### config.mk
export PLATFORM = sky130hd
export DESIGN_NAME = quad_sorter_pipe
export DESIGN_NICKNAME = d
export VERILOG_FILES = /design/src/rtl/qsort_pkg.sv /design/src/rtl/qsort_cas.sv /design/src/rtl/qsort_layer.sv /design/src/rtl/qsort_stage.sv /design/src/rtl/qsort_valid_line.sv /design/src/rtl/quad_sorter_pipe.sv
export SDC_FILE = /design/constraint.sdc
export NUM_CORES = 1
export LEC_CHECK = 0
export BUFFER_PORTS_ARGS = -buffer_cell sky130_fd_sc_hd__buf_2
export CAP_MARGIN = 20
export CORE_ASPECT_RATIO = 0.5
export CORE_MARGIN = 1
export CORE_UTILIZATION = 30
export CTS_BUF_LIST = sky130_fd_sc_hd__clkbuf_2 sky130_fd_sc_hd__clkbuf_4 sky130_fd_sc_hd__clkbuf_8
export CTS_CLUSTER_SIZE = 40
export DETAILED_ROUTE_END_ITERATION = 10
export GPL_ROUTABILITY_DRIVEN = 0
export HOLD_SLACK_MARGIN = 0.1
export MAX_ROUTING_LAYER = met4
export PLACE_DENSITY = 0.49
export SYNTH_ARGS = -nofsm -noshare
export SYNTH_HDL_FRONTEND = slang
export SYNTH_SLANG_ARGS = --single-unit
### constraint.sdc
create_clock -name clk -period 2.1 [get_ports clk]
set_input_delay 0.315 -clock clk [delete_from_list [all_inputs] [get_ports clk]]
set_output_delay 0.315 -clock clk [all_outputs]
set_load 0.005 [all_outputs]
### src/rtl/qsort_pkg.sv
package qsort_pkg;

    typedef enum logic {
        SORT_ASC  = 1'b0,
        SORT_DESC = 1'b1
    } sort_dir_e;

    localparam int NUM_LANES  = 4;
    localparam int NUM_LAYERS = 3;

    // Index of the first comparator layer placed in a given stage.
    function automatic int layer_first(input int stage);
        return (stage < NUM_LAYERS) ? stage : NUM_LAYERS;
    endfunction

    // Number of comparator layers placed in a given stage for a pipeline depth.
    function automatic int layer_count(input int stage, input int depth);
        if (stage >= NUM_LAYERS) return 0;
        if (stage == depth - 1)  return NUM_LAYERS - stage;
        return 1;
    endfunction

endpackage

### src/rtl/qsort_cas.sv
module qsort_cas
    import qsort_pkg::*;
#(
    parameter int        ELEM_W = 8,
    parameter sort_dir_e ORDER  = SORT_ASC
) (
    input  logic [ELEM_W-1:0] a_in,
    input  logic [ELEM_W-1:0] b_in,
    output logic [ELEM_W-1:0] lo_lane,
    output logic [ELEM_W-1:0] hi_lane
);
    logic swap;

    always_comb begin
        if (ORDER == SORT_ASC) swap = (a_in > b_in);
        else                   swap = (a_in < b_in);
        lo_lane = swap ? b_in : a_in;
        hi_lane = swap ? a_in : b_in;
    end
endmodule

### src/rtl/qsort_layer.sv
module qsort_layer
    import qsort_pkg::*;
#(
    parameter int        ELEM_W = 8,
    parameter sort_dir_e ORDER  = SORT_ASC,
    parameter int        LAYER  = 0
) (
    input  logic [NUM_LANES-1:0][ELEM_W-1:0] d_in,
    output logic [NUM_LANES-1:0][ELEM_W-1:0] d_out
);
    generate
        if (LAYER == 0) begin : g_adjacent
            qsort_cas #(.ELEM_W(ELEM_W), .ORDER(ORDER)) u_c01 (
                .a_in(d_in[0]), .b_in(d_in[1]), .lo_lane(d_out[0]), .hi_lane(d_out[1]));
            qsort_cas #(.ELEM_W(ELEM_W), .ORDER(ORDER)) u_c23 (
                .a_in(d_in[2]), .b_in(d_in[3]), .lo_lane(d_out[2]), .hi_lane(d_out[3]));
        end else if (LAYER == 1) begin : g_cross
            qsort_cas #(.ELEM_W(ELEM_W), .ORDER(ORDER)) u_c02 (
                .a_in(d_in[0]), .b_in(d_in[2]), .lo_lane(d_out[0]), .hi_lane(d_out[2]));
            qsort_cas #(.ELEM_W(ELEM_W), .ORDER(ORDER)) u_c13 (
                .a_in(d_in[1]), .b_in(d_in[3]), .lo_lane(d_out[1]), .hi_lane(d_out[3]));
        end else begin : g_middle
            assign d_out[0] = d_in[0];
            assign d_out[3] = d_in[3];
            qsort_cas #(.ELEM_W(ELEM_W), .ORDER(ORDER)) u_c12 (
                .a_in(d_in[1]), .b_in(d_in[2]), .lo_lane(d_out[1]), .hi_lane(d_out[2]));
        end
    endgenerate
endmodule

### src/rtl/qsort_stage.sv
module qsort_stage
    import qsort_pkg::*;
#(
    parameter int        ELEM_W = 8,
    parameter sort_dir_e ORDER  = SORT_ASC,
    parameter int        FIRST  = 0,
    parameter int        COUNT  = 1
) (
    input  logic                             clk,
    input  logic                             rst_n,
    input  logic                             load,
    input  logic [NUM_LANES-1:0][ELEM_W-1:0] d_in,
    output logic [NUM_LANES-1:0][ELEM_W-1:0] q
);
    localparam int SUM_W = ELEM_W + 2;

    logic [NUM_LANES-1:0][ELEM_W-1:0] chain [0:COUNT];

    assign chain[0] = d_in;

    generate
        for (genvar j = 0; j < COUNT; j++) begin : g_layer
            qsort_layer #(.ELEM_W(ELEM_W), .ORDER(ORDER), .LAYER(FIRST + j)) u_layer (
                .d_in (chain[j]),
                .d_out(chain[j+1])
            );
        end
    endgenerate

    always_ff @(posedge clk or negedge rst_n) begin
        if (!rst_n)    q <= '0;
        else if (load) q <= chain[COUNT];
    end

    // Lane sums for the permutation check.
    logic [SUM_W-1:0] sum_in, sum_q;
    always_comb begin
        sum_in = '0;
        sum_q  = '0;
        for (int i = 0; i < NUM_LANES; i++) begin
            sum_in = sum_in + SUM_W'(d_in[i]);
            sum_q  = sum_q  + SUM_W'(q[i]);
        end
    end

    // a loaded set keeps the total of its lanes
    p_keep_sum_r6: assert property (@(posedge clk) disable iff (!rst_n)
        load |=> (sum_q == $past(sum_in)));

    // no load, no change
    p_hold_idle_r8: assert property (@(posedge clk) disable iff (!rst_n)
        !load |=> $stable(q));
endmodule

### src/rtl/qsort_valid_line.sv
module qsort_valid_line #(
    parameter int DEPTH = 3
) (
    input  logic             clk,
    input  logic             rst_n,
    input  logic             vin,
    output logic [DEPTH-1:0] vtap
);
    always_ff @(posedge clk or negedge rst_n) begin
        if (!rst_n) begin
            vtap <= '0;
        end else begin
            vtap[0] <= vin;
            for (int k = 1; k < DEPTH; k++) vtap[k] <= vtap[k-1];
        end
    end

    // after a reset cycle every stage's valid is clear
    p_reset_clear_r7: assert property (@(posedge clk)
        !rst_n |=> (vtap == '0));
endmodule

### src/rtl/quad_sorter_pipe.sv
module quad_sorter_pipe
    import qsort_pkg::*;
#(
    parameter int        ELEM_W = 8,
    parameter int        DEPTH  = 3,
    parameter sort_dir_e ORDER  = SORT_ASC
) (
    input  logic                  clk,
    input  logic                  rst_n,
    input  logic                  in_valid,
    input  logic [4*ELEM_W-1:0]   in_data,
    output logic                  out_valid,
    output logic [4*ELEM_W-1:0]   out_data
);
    logic [DEPTH-1:0]                 vtap;
    logic [DEPTH-1:0]                 ld;
    logic [NUM_LANES-1:0][ELEM_W-1:0] sdata [0:DEPTH];

    assign sdata[0] = in_data;

    qsort_valid_line #(.DEPTH(DEPTH)) u_vline (
        .clk  (clk),
        .rst_n(rst_n),
        .vin  (in_valid),
        .vtap (vtap)
    );

    generate
        for (genvar k = 0; k < DEPTH; k++) begin : g_stage
            if (k == 0) begin : g_ld_in
                assign ld[k] = in_valid;
            end else begin : g_ld_tap
                assign ld[k] = vtap[k-1];
            end
            qsort_stage #(
                .ELEM_W(ELEM_W),
                .ORDER (ORDER),
                .FIRST (layer_first(k)),
                .COUNT (layer_count(k, DEPTH))
            ) u_stage (
                .clk  (clk),
                .rst_n(rst_n),
                .load (ld[k]),
                .d_in (sdata[k]),
                .q    (sdata[k+1])
            );
        end
    endgenerate

    assign out_valid = vtap[DEPTH-1];
    assign out_data  = sdata[DEPTH];

    // every valid result is ordered in the selected direction
    generate
        if (ORDER == SORT_ASC) begin : g_chk_asc
            p_ordered_r4: assert property (@(posedge clk) disable iff (!rst_n)
                out_valid |-> (sdata[DEPTH][0] <= sdata[DEPTH][1] &&
                               sdata[DEPTH][1] <= sdata[DEPTH][2] &&
                               sdata[DEPTH][2] <= sdata[DEPTH][3]));
        end else begin : g_chk_desc
            p_ordered_r5: assert property (@(posedge clk) disable iff (!rst_n)
                out_valid |-> (sdata[DEPTH][0] >= sdata[DEPTH][1] &&
                               sdata[DEPTH][1] >= sdata[DEPTH][2] &&
                               sdata[DEPTH][2] >= sdata[DEPTH][3]));
        end
    endgenerate
endmodule

---- Word level (Yosys, flattened, before mapping) ----
Index checks and enable logic that the tools add are counted.
operators by class
  magnitude comparators ................... 5
  $add $sub $neg .......................... 0
  shift operators ......................... 0
  reduce and logical (&&, ||, !) cells .... 0
  bitwise operators ....................... 0
  mux-type cells .......................... 10
  $mul .................................... 0
  equal/unequal tests ..................... 0
  div/mod/pow operators ................... 0
operators with widths
  operator    number
  $mux 8      10
  $gt 8x8->1  5
storage, ports and cells
  output and inout bits ................... 33
  memories kept ........................... 0
  bits in registers ....................... 99
  logic and storage cells ................. 28
  memory bits (read-only) ................. 0
  bits in writable memories ............... 0
  bits in latches ......................... 0
  input port bits ......................... 35

---- Depth between registers and ports, before layout ----
Gate-level depths: netlist (run 1).
  depth after elaboration ................. 2
  gate-level depth with buffers ........... 8

---- By module ----
A second synthesis (run 1) with hierarchy kept.
unflattened totals
  cell total of the unflattened synthesis .. 443
  area total of the unflattened synthesis .. 6615.1 sq um
by module, submodules not included
  module                                                                   cells an instance  sequential area each (sq um)  area each (sq um)  instances
  qsort_stage                                                              68                 800.8                         1345.0             3
  qsort_cas at g_stage[0].u_stage.g_layer[0].u_layer.g_adjacent.u_c01 ...  44                 0.0                           476.7              4
  qsort_cas at g_stage[0].u_stage.g_layer[0].u_layer.g_adjacent.u_c23      44                 0.0                           478.0              1
  qsort_layer at g_stage[2].u_stage.g_layer[0].u_layer                     16                 0.0                           120.1              1
  qsort_valid_line                                                         3                  75.1                          75.1               1

---- Worst setup path after synthesis (run 1) ----
No wires, ideal clock.
  kind .................................... register to register
  start point ............................. register g_stage[0].u_stage.q[9] in the netlist's numbering
  end point ............................... register g_stage[1].u_stage.q[10] in the netlist's numbering
  period minus slack after synthesis ...... 1.740 ns
  data arrival time ....................... 1.658 ns
  required time ........................... 2.018 ns
  path slack .............................. 0.360 ns
  cell stages (with the launch flop) ...... 8
  path buffers ............................ 1
  path through ............................ dfrtp_1 > ha_1 > nor2b_1 > o211ai_1 > a211o_2 > buf_6 > nand3_1 > a31oi_1
on the way
  word-level cells in the longest chain between the ends .. 2
ends and longest elaborated chain
  what                    RTL line           RTL
  from (decl)             qsort_stage.sv:13  output logic [NUM_LANES-1:0][ELEM_W-1:0] q
  from (signal assigned)  qsort_stage.sv:32  else if (load) q <= chain[COUNT];
  $gt 8x8->1              qsort_cas.sv:15    if (ORDER == SORT_ASC) swap = (a_in > b_in);
  $mux 8                  qsort_cas.sv:17    lo_lane = swap ? b_in : a_in;
  to (signal assigned)    qsort_stage.sv:32
  to (decl)               qsort_stage.sv:13
No other way between the ends.
A chain may end at the register's enable or synchronous reset.

---- Final worst setup path (run 1) ----
  start point ............................. register g_stage[0].u_stage.q[23] in the netlist's numbering
  end point ............................... register g_stage[1].u_stage.q[17] in the netlist's numbering
on the way
  word-level cells in the longest chain between the ends .. 2
ends and longest elaborated chain
  what        RTL line         RTL
  $gt 8x8->1  qsort_cas.sv:15
  $mux 8      qsort_cas.sv:18  hi_lane = swap ? a_in : b_in;
No other way between the ends.

==> out/metrics.cfg, run 1 <==
[run_status]
status=complete, no violations

[final_layout]
final.fill_count=1940
diodes=0
final_area_um2=6930
drive_above_1_share_pct=27.0
multiInputGateArea_um2=2910
syn_to_final_growth_pct=20.6
nNetsFinal=803
area.sequential_um2=2480

[worst_setup_path]
critical_path_required_ps=2400
worst-setup-path-type=register to register
setup.worst_path.start_class=register
worst-path-buf-inv=2
setup.worst_path.end_class=register
worst-r2r-cell-count=8
cp.arrival_ps=2240
worstPathMaxFanout=16
critical_path.slowest_cell=sky130_fd_sc_hd__dfrtp_2
regToRegSetupSlack_ps=160
path_cells=inv_1 -> ha_1 -> nand2_1 -> o21ai_1 -> nor2b_2 -> buf_12 -> o21ai_0 -> a31oi_1
startpoint_of_the_most_critical_register_to_register_path=g_stage[0].u_stage.q[23]
timing.critical_path.max_delay_family=compound AO/OA/AOI/OAI gates
worst_path_largest_cell_delay_ps=450
reg2reg_to=g_stage[1].u_stage.q[17]

[sta]
fin_worst_skew_ps=14.7
timing.final.crit_share_pct=92.6
setup_viols_final=0
worst_slew_pin_slew_ps=421
final_max_slew_viol_count=0
final_critical_path_setup_slack_ps=156
max_clock_freq_ghz=0.514
timing.hold.ws_ps=215
unrepaired_setup_endpoints_after_global_routing=no
final_hold_vios=0
setup_total_negative_slack_ps=0
layout_min_cycle_time_ps=1940
worst_slew_margin_relative_to_its_limit_pct=72.0

[die]
starting_utilization_of_the_core_area_pct=30.9
std_cell_core_area_um2=18600
dieWidth_um=198
chipHeight_um=99.8
die-area_um2=19700
design.portCount=68
num_rows=35

[grt]
grt_max_degree=51
globalRouteTotalUtil_pct=17.9
global_route.overflow_total=0
via_count_of_the_first_global_routing_pass=4859
number_of_antenna_violations_at_the_first_check_in_global_routing=0
grt_pass1_wl_um=26400

[cts]
ctsLongestPathBuffers=2
cts_max_level=3
cts.reportedPaths.clkPinSlew_ps=100
worst_skew_pair.late_latency_ps=370
cts_sinks=99
cts-root-buf=sky130_fd_sc_hd__clkbuf_8
tritoncts.num_buffers=9
cts_tree=built

[synthesis]
flip_flop_cell_with_the_highest_count_after_synthesis=sky130_fd_sc_hd__dfrtp_1
async_set_or_reset_register_ratio_after_synthesis_pct=100
synth-seq-cells=99
ys_top_cells_by_area=sky130_fd_sc_hd__dfrtp_1, sky130_fd_sc_hd__a31oi_1, sky130_fd_sc_hd__ha_1
syn_avg_cell_area_um2=9.20
netlist-cell-type-count=29
yosysWarnings=0
synth_nets=699
syn-instance-count=624
synthesis.area_um2=5740
synth_common_cells=sky130_fd_sc_hd__dfrtp_1, sky130_fd_sc_hd__a31oi_1, sky130_fd_sc_hd__nand3_1, sky130_fd_sc_hd__nor2_1, sky130_fd_sc_hd__o21ai_0
yosysMostFrequentCell=sky130_fd_sc_hd__dfrtp_1
synth_top_area_share_pct=43.1
cell_type_contributing_the_most_total_cell_area_after_synthesis=sky130_fd_sc_hd__dfrtp_1
synth_enable_flop_cells=0
yosysSeqAreaShare_pct=43.1

[hold_path]
hold_path_class=input port to register
worstHoldEndpoint=u_vline.vtap[0]
whs_path_depth=1
holdCritStartpoint=in_valid

[placed_design]
area_of_placed_instances_um2=6710
dp_worst_setup_slack_ps=49.8
dp_hpwl_um=12900
port-buffer-count=67

[routing]
antenna_violation_net_count_after_detailed_routing=0
drt-vias-per-instance=5.01
via_count=4970
drt-total-wl_um=16300
detail_route.first_pass.iterations=5
drt_iter0_markers=270
drc_errors=0
detail_route.wl_per_cell_um=16.4

[power_and_ir_drop]
power.density_cell_area_nw_per_um2=989
leakage_power_figure_nw=3.04
vdd_drop_max_mv=0.371

[flow_run]
drv_cap=0

## logic make-up (layout without fill, tap and decap cells)
kind of cell / count (synthesis) / in the layout / share of synthesized area (%)
simple gates: 190 / 190 / 17.0
buf+inv: 79 / 188 / 6.62
fa+ha+maj: 40 / 40 / 8.71
flops: 99 / 99 / 43.1
compound gates: 200 / 200 / 21.4
mux: 16 / 16 / 3.14
## layer usage
layer | track usage, % | share of wire, % | vias to the layer above
met5 | - | 0 | -
met4 | 3.22 | 0.58 | 0
met3 | 3.23 | 4.4 | 10
met2 | 24.9 | 40 | 101
met1 | 26.9 | 55 | 2381
li1 | - | - | 2478
## worst max path at each step
stage	startpoint	end	slack, ps	cells past startpoint
6_report	g_stage[0].u_stage.q[23]	g_stage[1].u_stage.q[17]	160	8
5_1_grt	g_stage[0].u_stage.q[23]	g_stage[1].u_stage.q[17]	10	8
4_1_cts	g_stage[0].u_stage.q[23]	g_stage[1].u_stage.q[17]	80	8
3_5_place_dp	in_data[9]	g_stage[0].u_stage.q[9]	50	8
3_3_place_gp	g_stage[0].u_stage.q[23]	g_stage[1].u_stage.q[17]	80	8
2_1_floorplan	g_stage[0].u_stage.q[9]	g_stage[1].u_stage.q[10]	360	7
## repair_timing
item / CTS / global route
endpoints found under the hold margin: 28 / 0
setup buffers: 0 / 0
hold buffers: 1 / 0
resized for setup: 0 / 7
setup endpoints to repair: 0 / 25
## placed cells by master (no fill, tap or decap), types with 2 or more instances in the layout
| cell | Yosys | routed |
|---|---|---|
| sky130_fd_sc_hd__nor2_1 | 80 | 80 |
| sky130_fd_sc_hd__o21ai_0 | 60 | 60 |
| sky130_fd_sc_hd__a211oi_4 | 4 | 4 |
| sky130_fd_sc_hd__a211o_2 | 5 | 3 |
| sky130_fd_sc_hd__o21ai_1 | 25 | 24 |
| sky130_fd_sc_hd__dfrtp_2 | 0 | 3 |
| sky130_fd_sc_hd__inv_6 | 0 | 3 |
| sky130_fd_sc_hd__nand2_1 | 5 | 5 |
| sky130_fd_sc_hd__mux2_2 | 16 | 16 |
| sky130_fd_sc_hd__o21ai_2 | 5 | 6 |
| sky130_fd_sc_hd__buf_2 | 4 | 66 |
| sky130_fd_sc_hd__nor2b_1 | 5 | 5 |
| sky130_fd_sc_hd__nor2b_2 | 5 | 4 |
| sky130_fd_sc_hd__clkinvlp_4 | 0 | 2 |
| sky130_fd_sc_hd__buf_12 | 0 | 4 |
| sky130_fd_sc_hd__buf_4 | 13 | 61 |
| sky130_fd_sc_hd__a31oi_1 | 80 | 80 |
| sky130_fd_sc_hd__a21oi_1 | 15 | 15 |
| sky130_fd_sc_hd__nor2_4 | 4 | 5 |
| sky130_fd_sc_hd__a211o_4 | 0 | 2 |
| sky130_fd_sc_hd__nand4_4 | 4 | 4 |
| sky130_fd_sc_hd__clkbuf_8 | 0 | 9 |
| sky130_fd_sc_hd__o211ai_1 | 4 | 4 |
| sky130_fd_sc_hd__inv_1 | 40 | 40 |
| sky130_fd_sc_hd__nand3_1 | 80 | 80 |
| sky130_fd_sc_hd__dfrtp_1 | 99 | 96 |
| sky130_fd_sc_hd__nand4_1 | 5 | 5 |
| sky130_fd_sc_hd__ha_1 | 40 | 40 |
## power breakdown
group | total, mW | leakage (nW) | internal (mW) | switching [mW]
Combinational | 2.87 | 1.84 | 1.30 | 1.56
Clock | 1.16 | 0.0871 | 0.455 | 0.700
Sequential | 2.83 | 1.11 | 2.44 | 0.383
Total | 6.85 | 3.04 | 4.20 | 2.65
## layout make-up
type,count,share of cell area [%]
inverters,40,2.17
repair buffers,132,12.7
clock inverters,6,0.668
flip-flops and latches,99,35.8
multi-input cells,446,42.1
clock buffers,10,1.90
well taps,259,4.68
## registers in the layout, summed over array words and instances (netlist names)
name               flops
u_vline.vtap           3
g_stage.u_stage.q     96
## through the flow
stage / cells / power, mW / util [%]
after floorplan: 624 / 4.52 / -
after global placement: 975 / 5.68 / 36.1
after detailed placement: 975 / 5.72 / 36.1
after CTS: 992 / 6.88 / 37.1
after global routing: 992 / 7.42 / 37.3
final: 992 / 6.85 / 37.3
Note: power is estimated with default switching activity, not from simulation.
==> run 2: changes to the inputs <==
Settings changed: BUFFER_PORTS_ARGS -buffer_cell sky130_fd_sc_hd__buf_2 to default, CORE_UTILIZATION 30 to 59, DONT_BUFFER_PORTS from default to 1, PLACE_DENSITY 0.49 to 0.77.
==> out/metrics.cfg, run 2 (synthesis results as in run 1) <==
[worst_setup_path]
worst-setup-path-type=register to register
setup.worst_path.end_class=register
worst_path_largest_cell_delay_ps=440  ; about the same
regToRegSetupSlack_ps=60  ; -90 ps
path_cells=inv_1 -> ha_1 -> nand4_4 -> nor2_4 -> a211oi_4 -> buf_4 -> o21ai_0 -> a31oi_1
reg2reg_to=g_stage[1].u_stage.q[17]
worst-r2r-cell-count=8  ; unchanged
setup.worst_path.start_class=register
worstPathMaxFanout=8  ; -8
cp.arrival_ps=2330  ; +90 ps
startpoint_of_the_most_critical_register_to_register_path=g_stage[0].u_stage.q[23]
critical_path_required_ps=2390  ; about the same
critical_path.slowest_cell=sky130_fd_sc_hd__dfrtp_1

[sta]
max_clock_freq_ghz=0.491  ; -4.6%
worst_slew_margin_relative_to_its_limit_pct=61.2  ; -11 points
final_hold_vios=99  ; +99
timing.hold.ws_ps=-384  ; -599 ps
layout_min_cycle_time_ps=2040  ; +92.7 ps
setup_viols_final=0  ; unchanged
fin_worst_skew_ps=15.3  ; +0.579 ps
timing.final.crit_share_pct=97.0  ; +4.4 points
setup_total_negative_slack_ps=0  ; unchanged
final_max_slew_viol_count=0  ; unchanged
final_critical_path_setup_slack_ps=63.0  ; -92.7 ps
unrepaired_setup_endpoints_after_global_routing=no
worst_slew_pin_slew_ps=582  ; +162 ps

[routing]
drt-total-wl_um=15300  ; -6.1%
drt-vias-per-instance=6.17  ; +23%
detail_route.first_pass.iterations=6  ; +1
detailroute.wirelength.met3_um=1520  ; +110%
drt_iter0_markers=455  ; +69%
detail_route.wl_per_cell_um=18.2  ; +11%
routed.top_layer=met4
met2WireLength_um=6720  ; +3.6%
met1_layer_wirelength_in_the_final_routing_um=6760  ; -24%
via_count=5174  ; +4.1%
drc_errors=0  ; unchanged
antenna_violation_net_count_after_detailed_routing=0  ; unchanged

[die]
std_cell_core_area_um2=9450  ; -49%
dieWidth_um=142  ; -28%
chipHeight_um=71.8  ; -28%
starting_utilization_of_the_core_area_pct=60.8  ; +30 points
design.portCount=68  ; unchanged
die-area_um2=10200  ; -49%
num_rows=25  ; -29%

[placed_design]
dp_hpwl_um=10500  ; -19%
placed_cells=776  ; -20%
port-buffer-count=0  ; -100%
dp_worst_setup_slack_ps=-144  ; -194 ps
area_of_placed_instances_um2=6110  ; -8.8%

[cts]
tritoncts.num_buffers=9  ; unchanged
worst_skew_pair.late_latency_ps=390  ; +20 ps
cts_sinks=99  ; unchanged
cts_max_level=3  ; unchanged
cts_tree=built
ctsLongestPathBuffers=2  ; unchanged
cts-root-buf=sky130_fd_sc_hd__clkbuf_8
cts.reportedPaths.clkPinSlew_ps=100  ; about the same

[final_layout]
nNetsFinal=773  ; -3.7%
layout.cells.non_filler=838  ; -16%
drive_above_1_share_pct=17.4  ; -9.7 points
mostFrequentLayoutCells=sky130_fd_sc_hd__dfrtp_1, sky130_fd_sc_hd__nand3_1, sky130_fd_sc_hd__nor2_1, sky130_fd_sc_hd__a31oi_1, sky130_fd_sc_hd__o21ai_0
largest-register=g_stage.u_stage.q
final_core_utilization_pct=72.2  ; +35 points
area.sequential_um2=2480  ; -0.15%
largestRegisters=g_stage.u_stage.q (96), u_vline.vtap (3)
final_area_um2=6820  ; -1.5%
syn_to_final_growth_pct=18.8
final_common_cell=sky130_fd_sc_hd__dfrtp_1
final.fill_count=705  ; -64%
diodes=0  ; unchanged
multiInputGateArea_um2=2910  ; -0.13%
largest_register_ffs=96  ; unchanged

[grt]
global_route.overflow_total=0  ; unchanged
number_of_antenna_violations_at_the_first_check_in_global_routing=0  ; unchanged
via_count_of_the_first_global_routing_pass=4735  ; -2.6%
globalRouteTotalUtil_pct=32.4  ; +15 points
grt_pass1_wl_um=24300  ; -7.8%
grt_max_degree=100  ; +96%

[power_and_ir_drop]
finalPower_mw=6.76  ; -1.3%
combinationalPowerShare_pct=38.7  ; -3.2 points
leakage_power_figure_nw=2.94  ; -3.2%
sw_frac_of_total_pct=37.7  ; -0.97 points
power.share.clock_pct=18.8  ; +1.9 points
vdd_drop_max_mv=0.355  ; -4.3%
seq_power_share_pct=42.5  ; +1.2 points
internal-power_mw=4.21  ; +0.27%
power.density_cell_area_nw_per_um2=991  ; +0.21%
power_switching_mw=2.55  ; -3.8%

[run_status]
failed_checks=negative hold slack
status=finished with violations

[flow_run]
drv_cap=0  ; unchanged

[hold_path]
hold_path_class=input port to asynchronous set/reset pin

[run 2: critical path, delay by kind of cell (launching register included)]
kind,cells,cell delay [ps]
AOI/OAI and AO/OA,3,670
adders and majority gates,1,330
buffers and inverters,2,260
DFF,1,440
and+or+nand+nor,2,240
[run 2: worst max-delay path by stage]
stage | start | slack, ps | end
floorplan | g_stage[0].u_stage.q[9] | 360 | g_stage[1].u_stage.q[10]
global placement | g_stage[1].u_stage.q[23] | -30 | g_stage[2].u_stage.q[15]
CTS | g_stage[1].u_stage.q[15] | 50 | g_stage[2].u_stage.q[8]
detailed placement | g_stage[1].u_stage.q[15] | -140 | g_stage[2].u_stage.q[8]
finish | g_stage[0].u_stage.q[23] | 60 | g_stage[1].u_stage.q[17]
global route | g_stage[0].u_stage.q[23] | 2 | g_stage[1].u_stage.q[2]
[run 2: what timing repair did]
action                                 in CTS  in global routing
setup endpoints to repair                  16                 24
pin swaps                                   0                  3
hold buffers                               43                  1
resized for setup                           1                  3
buffers inserted                            0                  2
endpoints found under the hold margin     132                100
gates cloned                                0                  0
[run 2: metal layers]
layer,global-route usage [%],vias to the layer above
met3,9.02,31
met2,46.1,250
met5,-,-
met1,45.2,2472
li1,-,2421
met4,9.20,0
[run 2: layout make-up]
type                    instances  share of cell area (%)
multi-input cells             446                    42.7
inverters                      40                    2.20
repair buffers                102                    13.4
clock buffers                   9                    1.82
flip-flops and latches         99                    36.3
well taps                     135                    2.48
clock inverters                 7                    1.17
[run 2: power by group through the flow]
stage               Sequential, mW  Combinational (mW)  Clock [mW]
global route                  2.94                2.89        1.38
finish                        2.87                2.62        1.27
global placement              2.88                2.32           0
floorplan                     2.80                1.72           0
detailed placement            2.91                2.39           0
CTS                           2.87                2.53        1.29
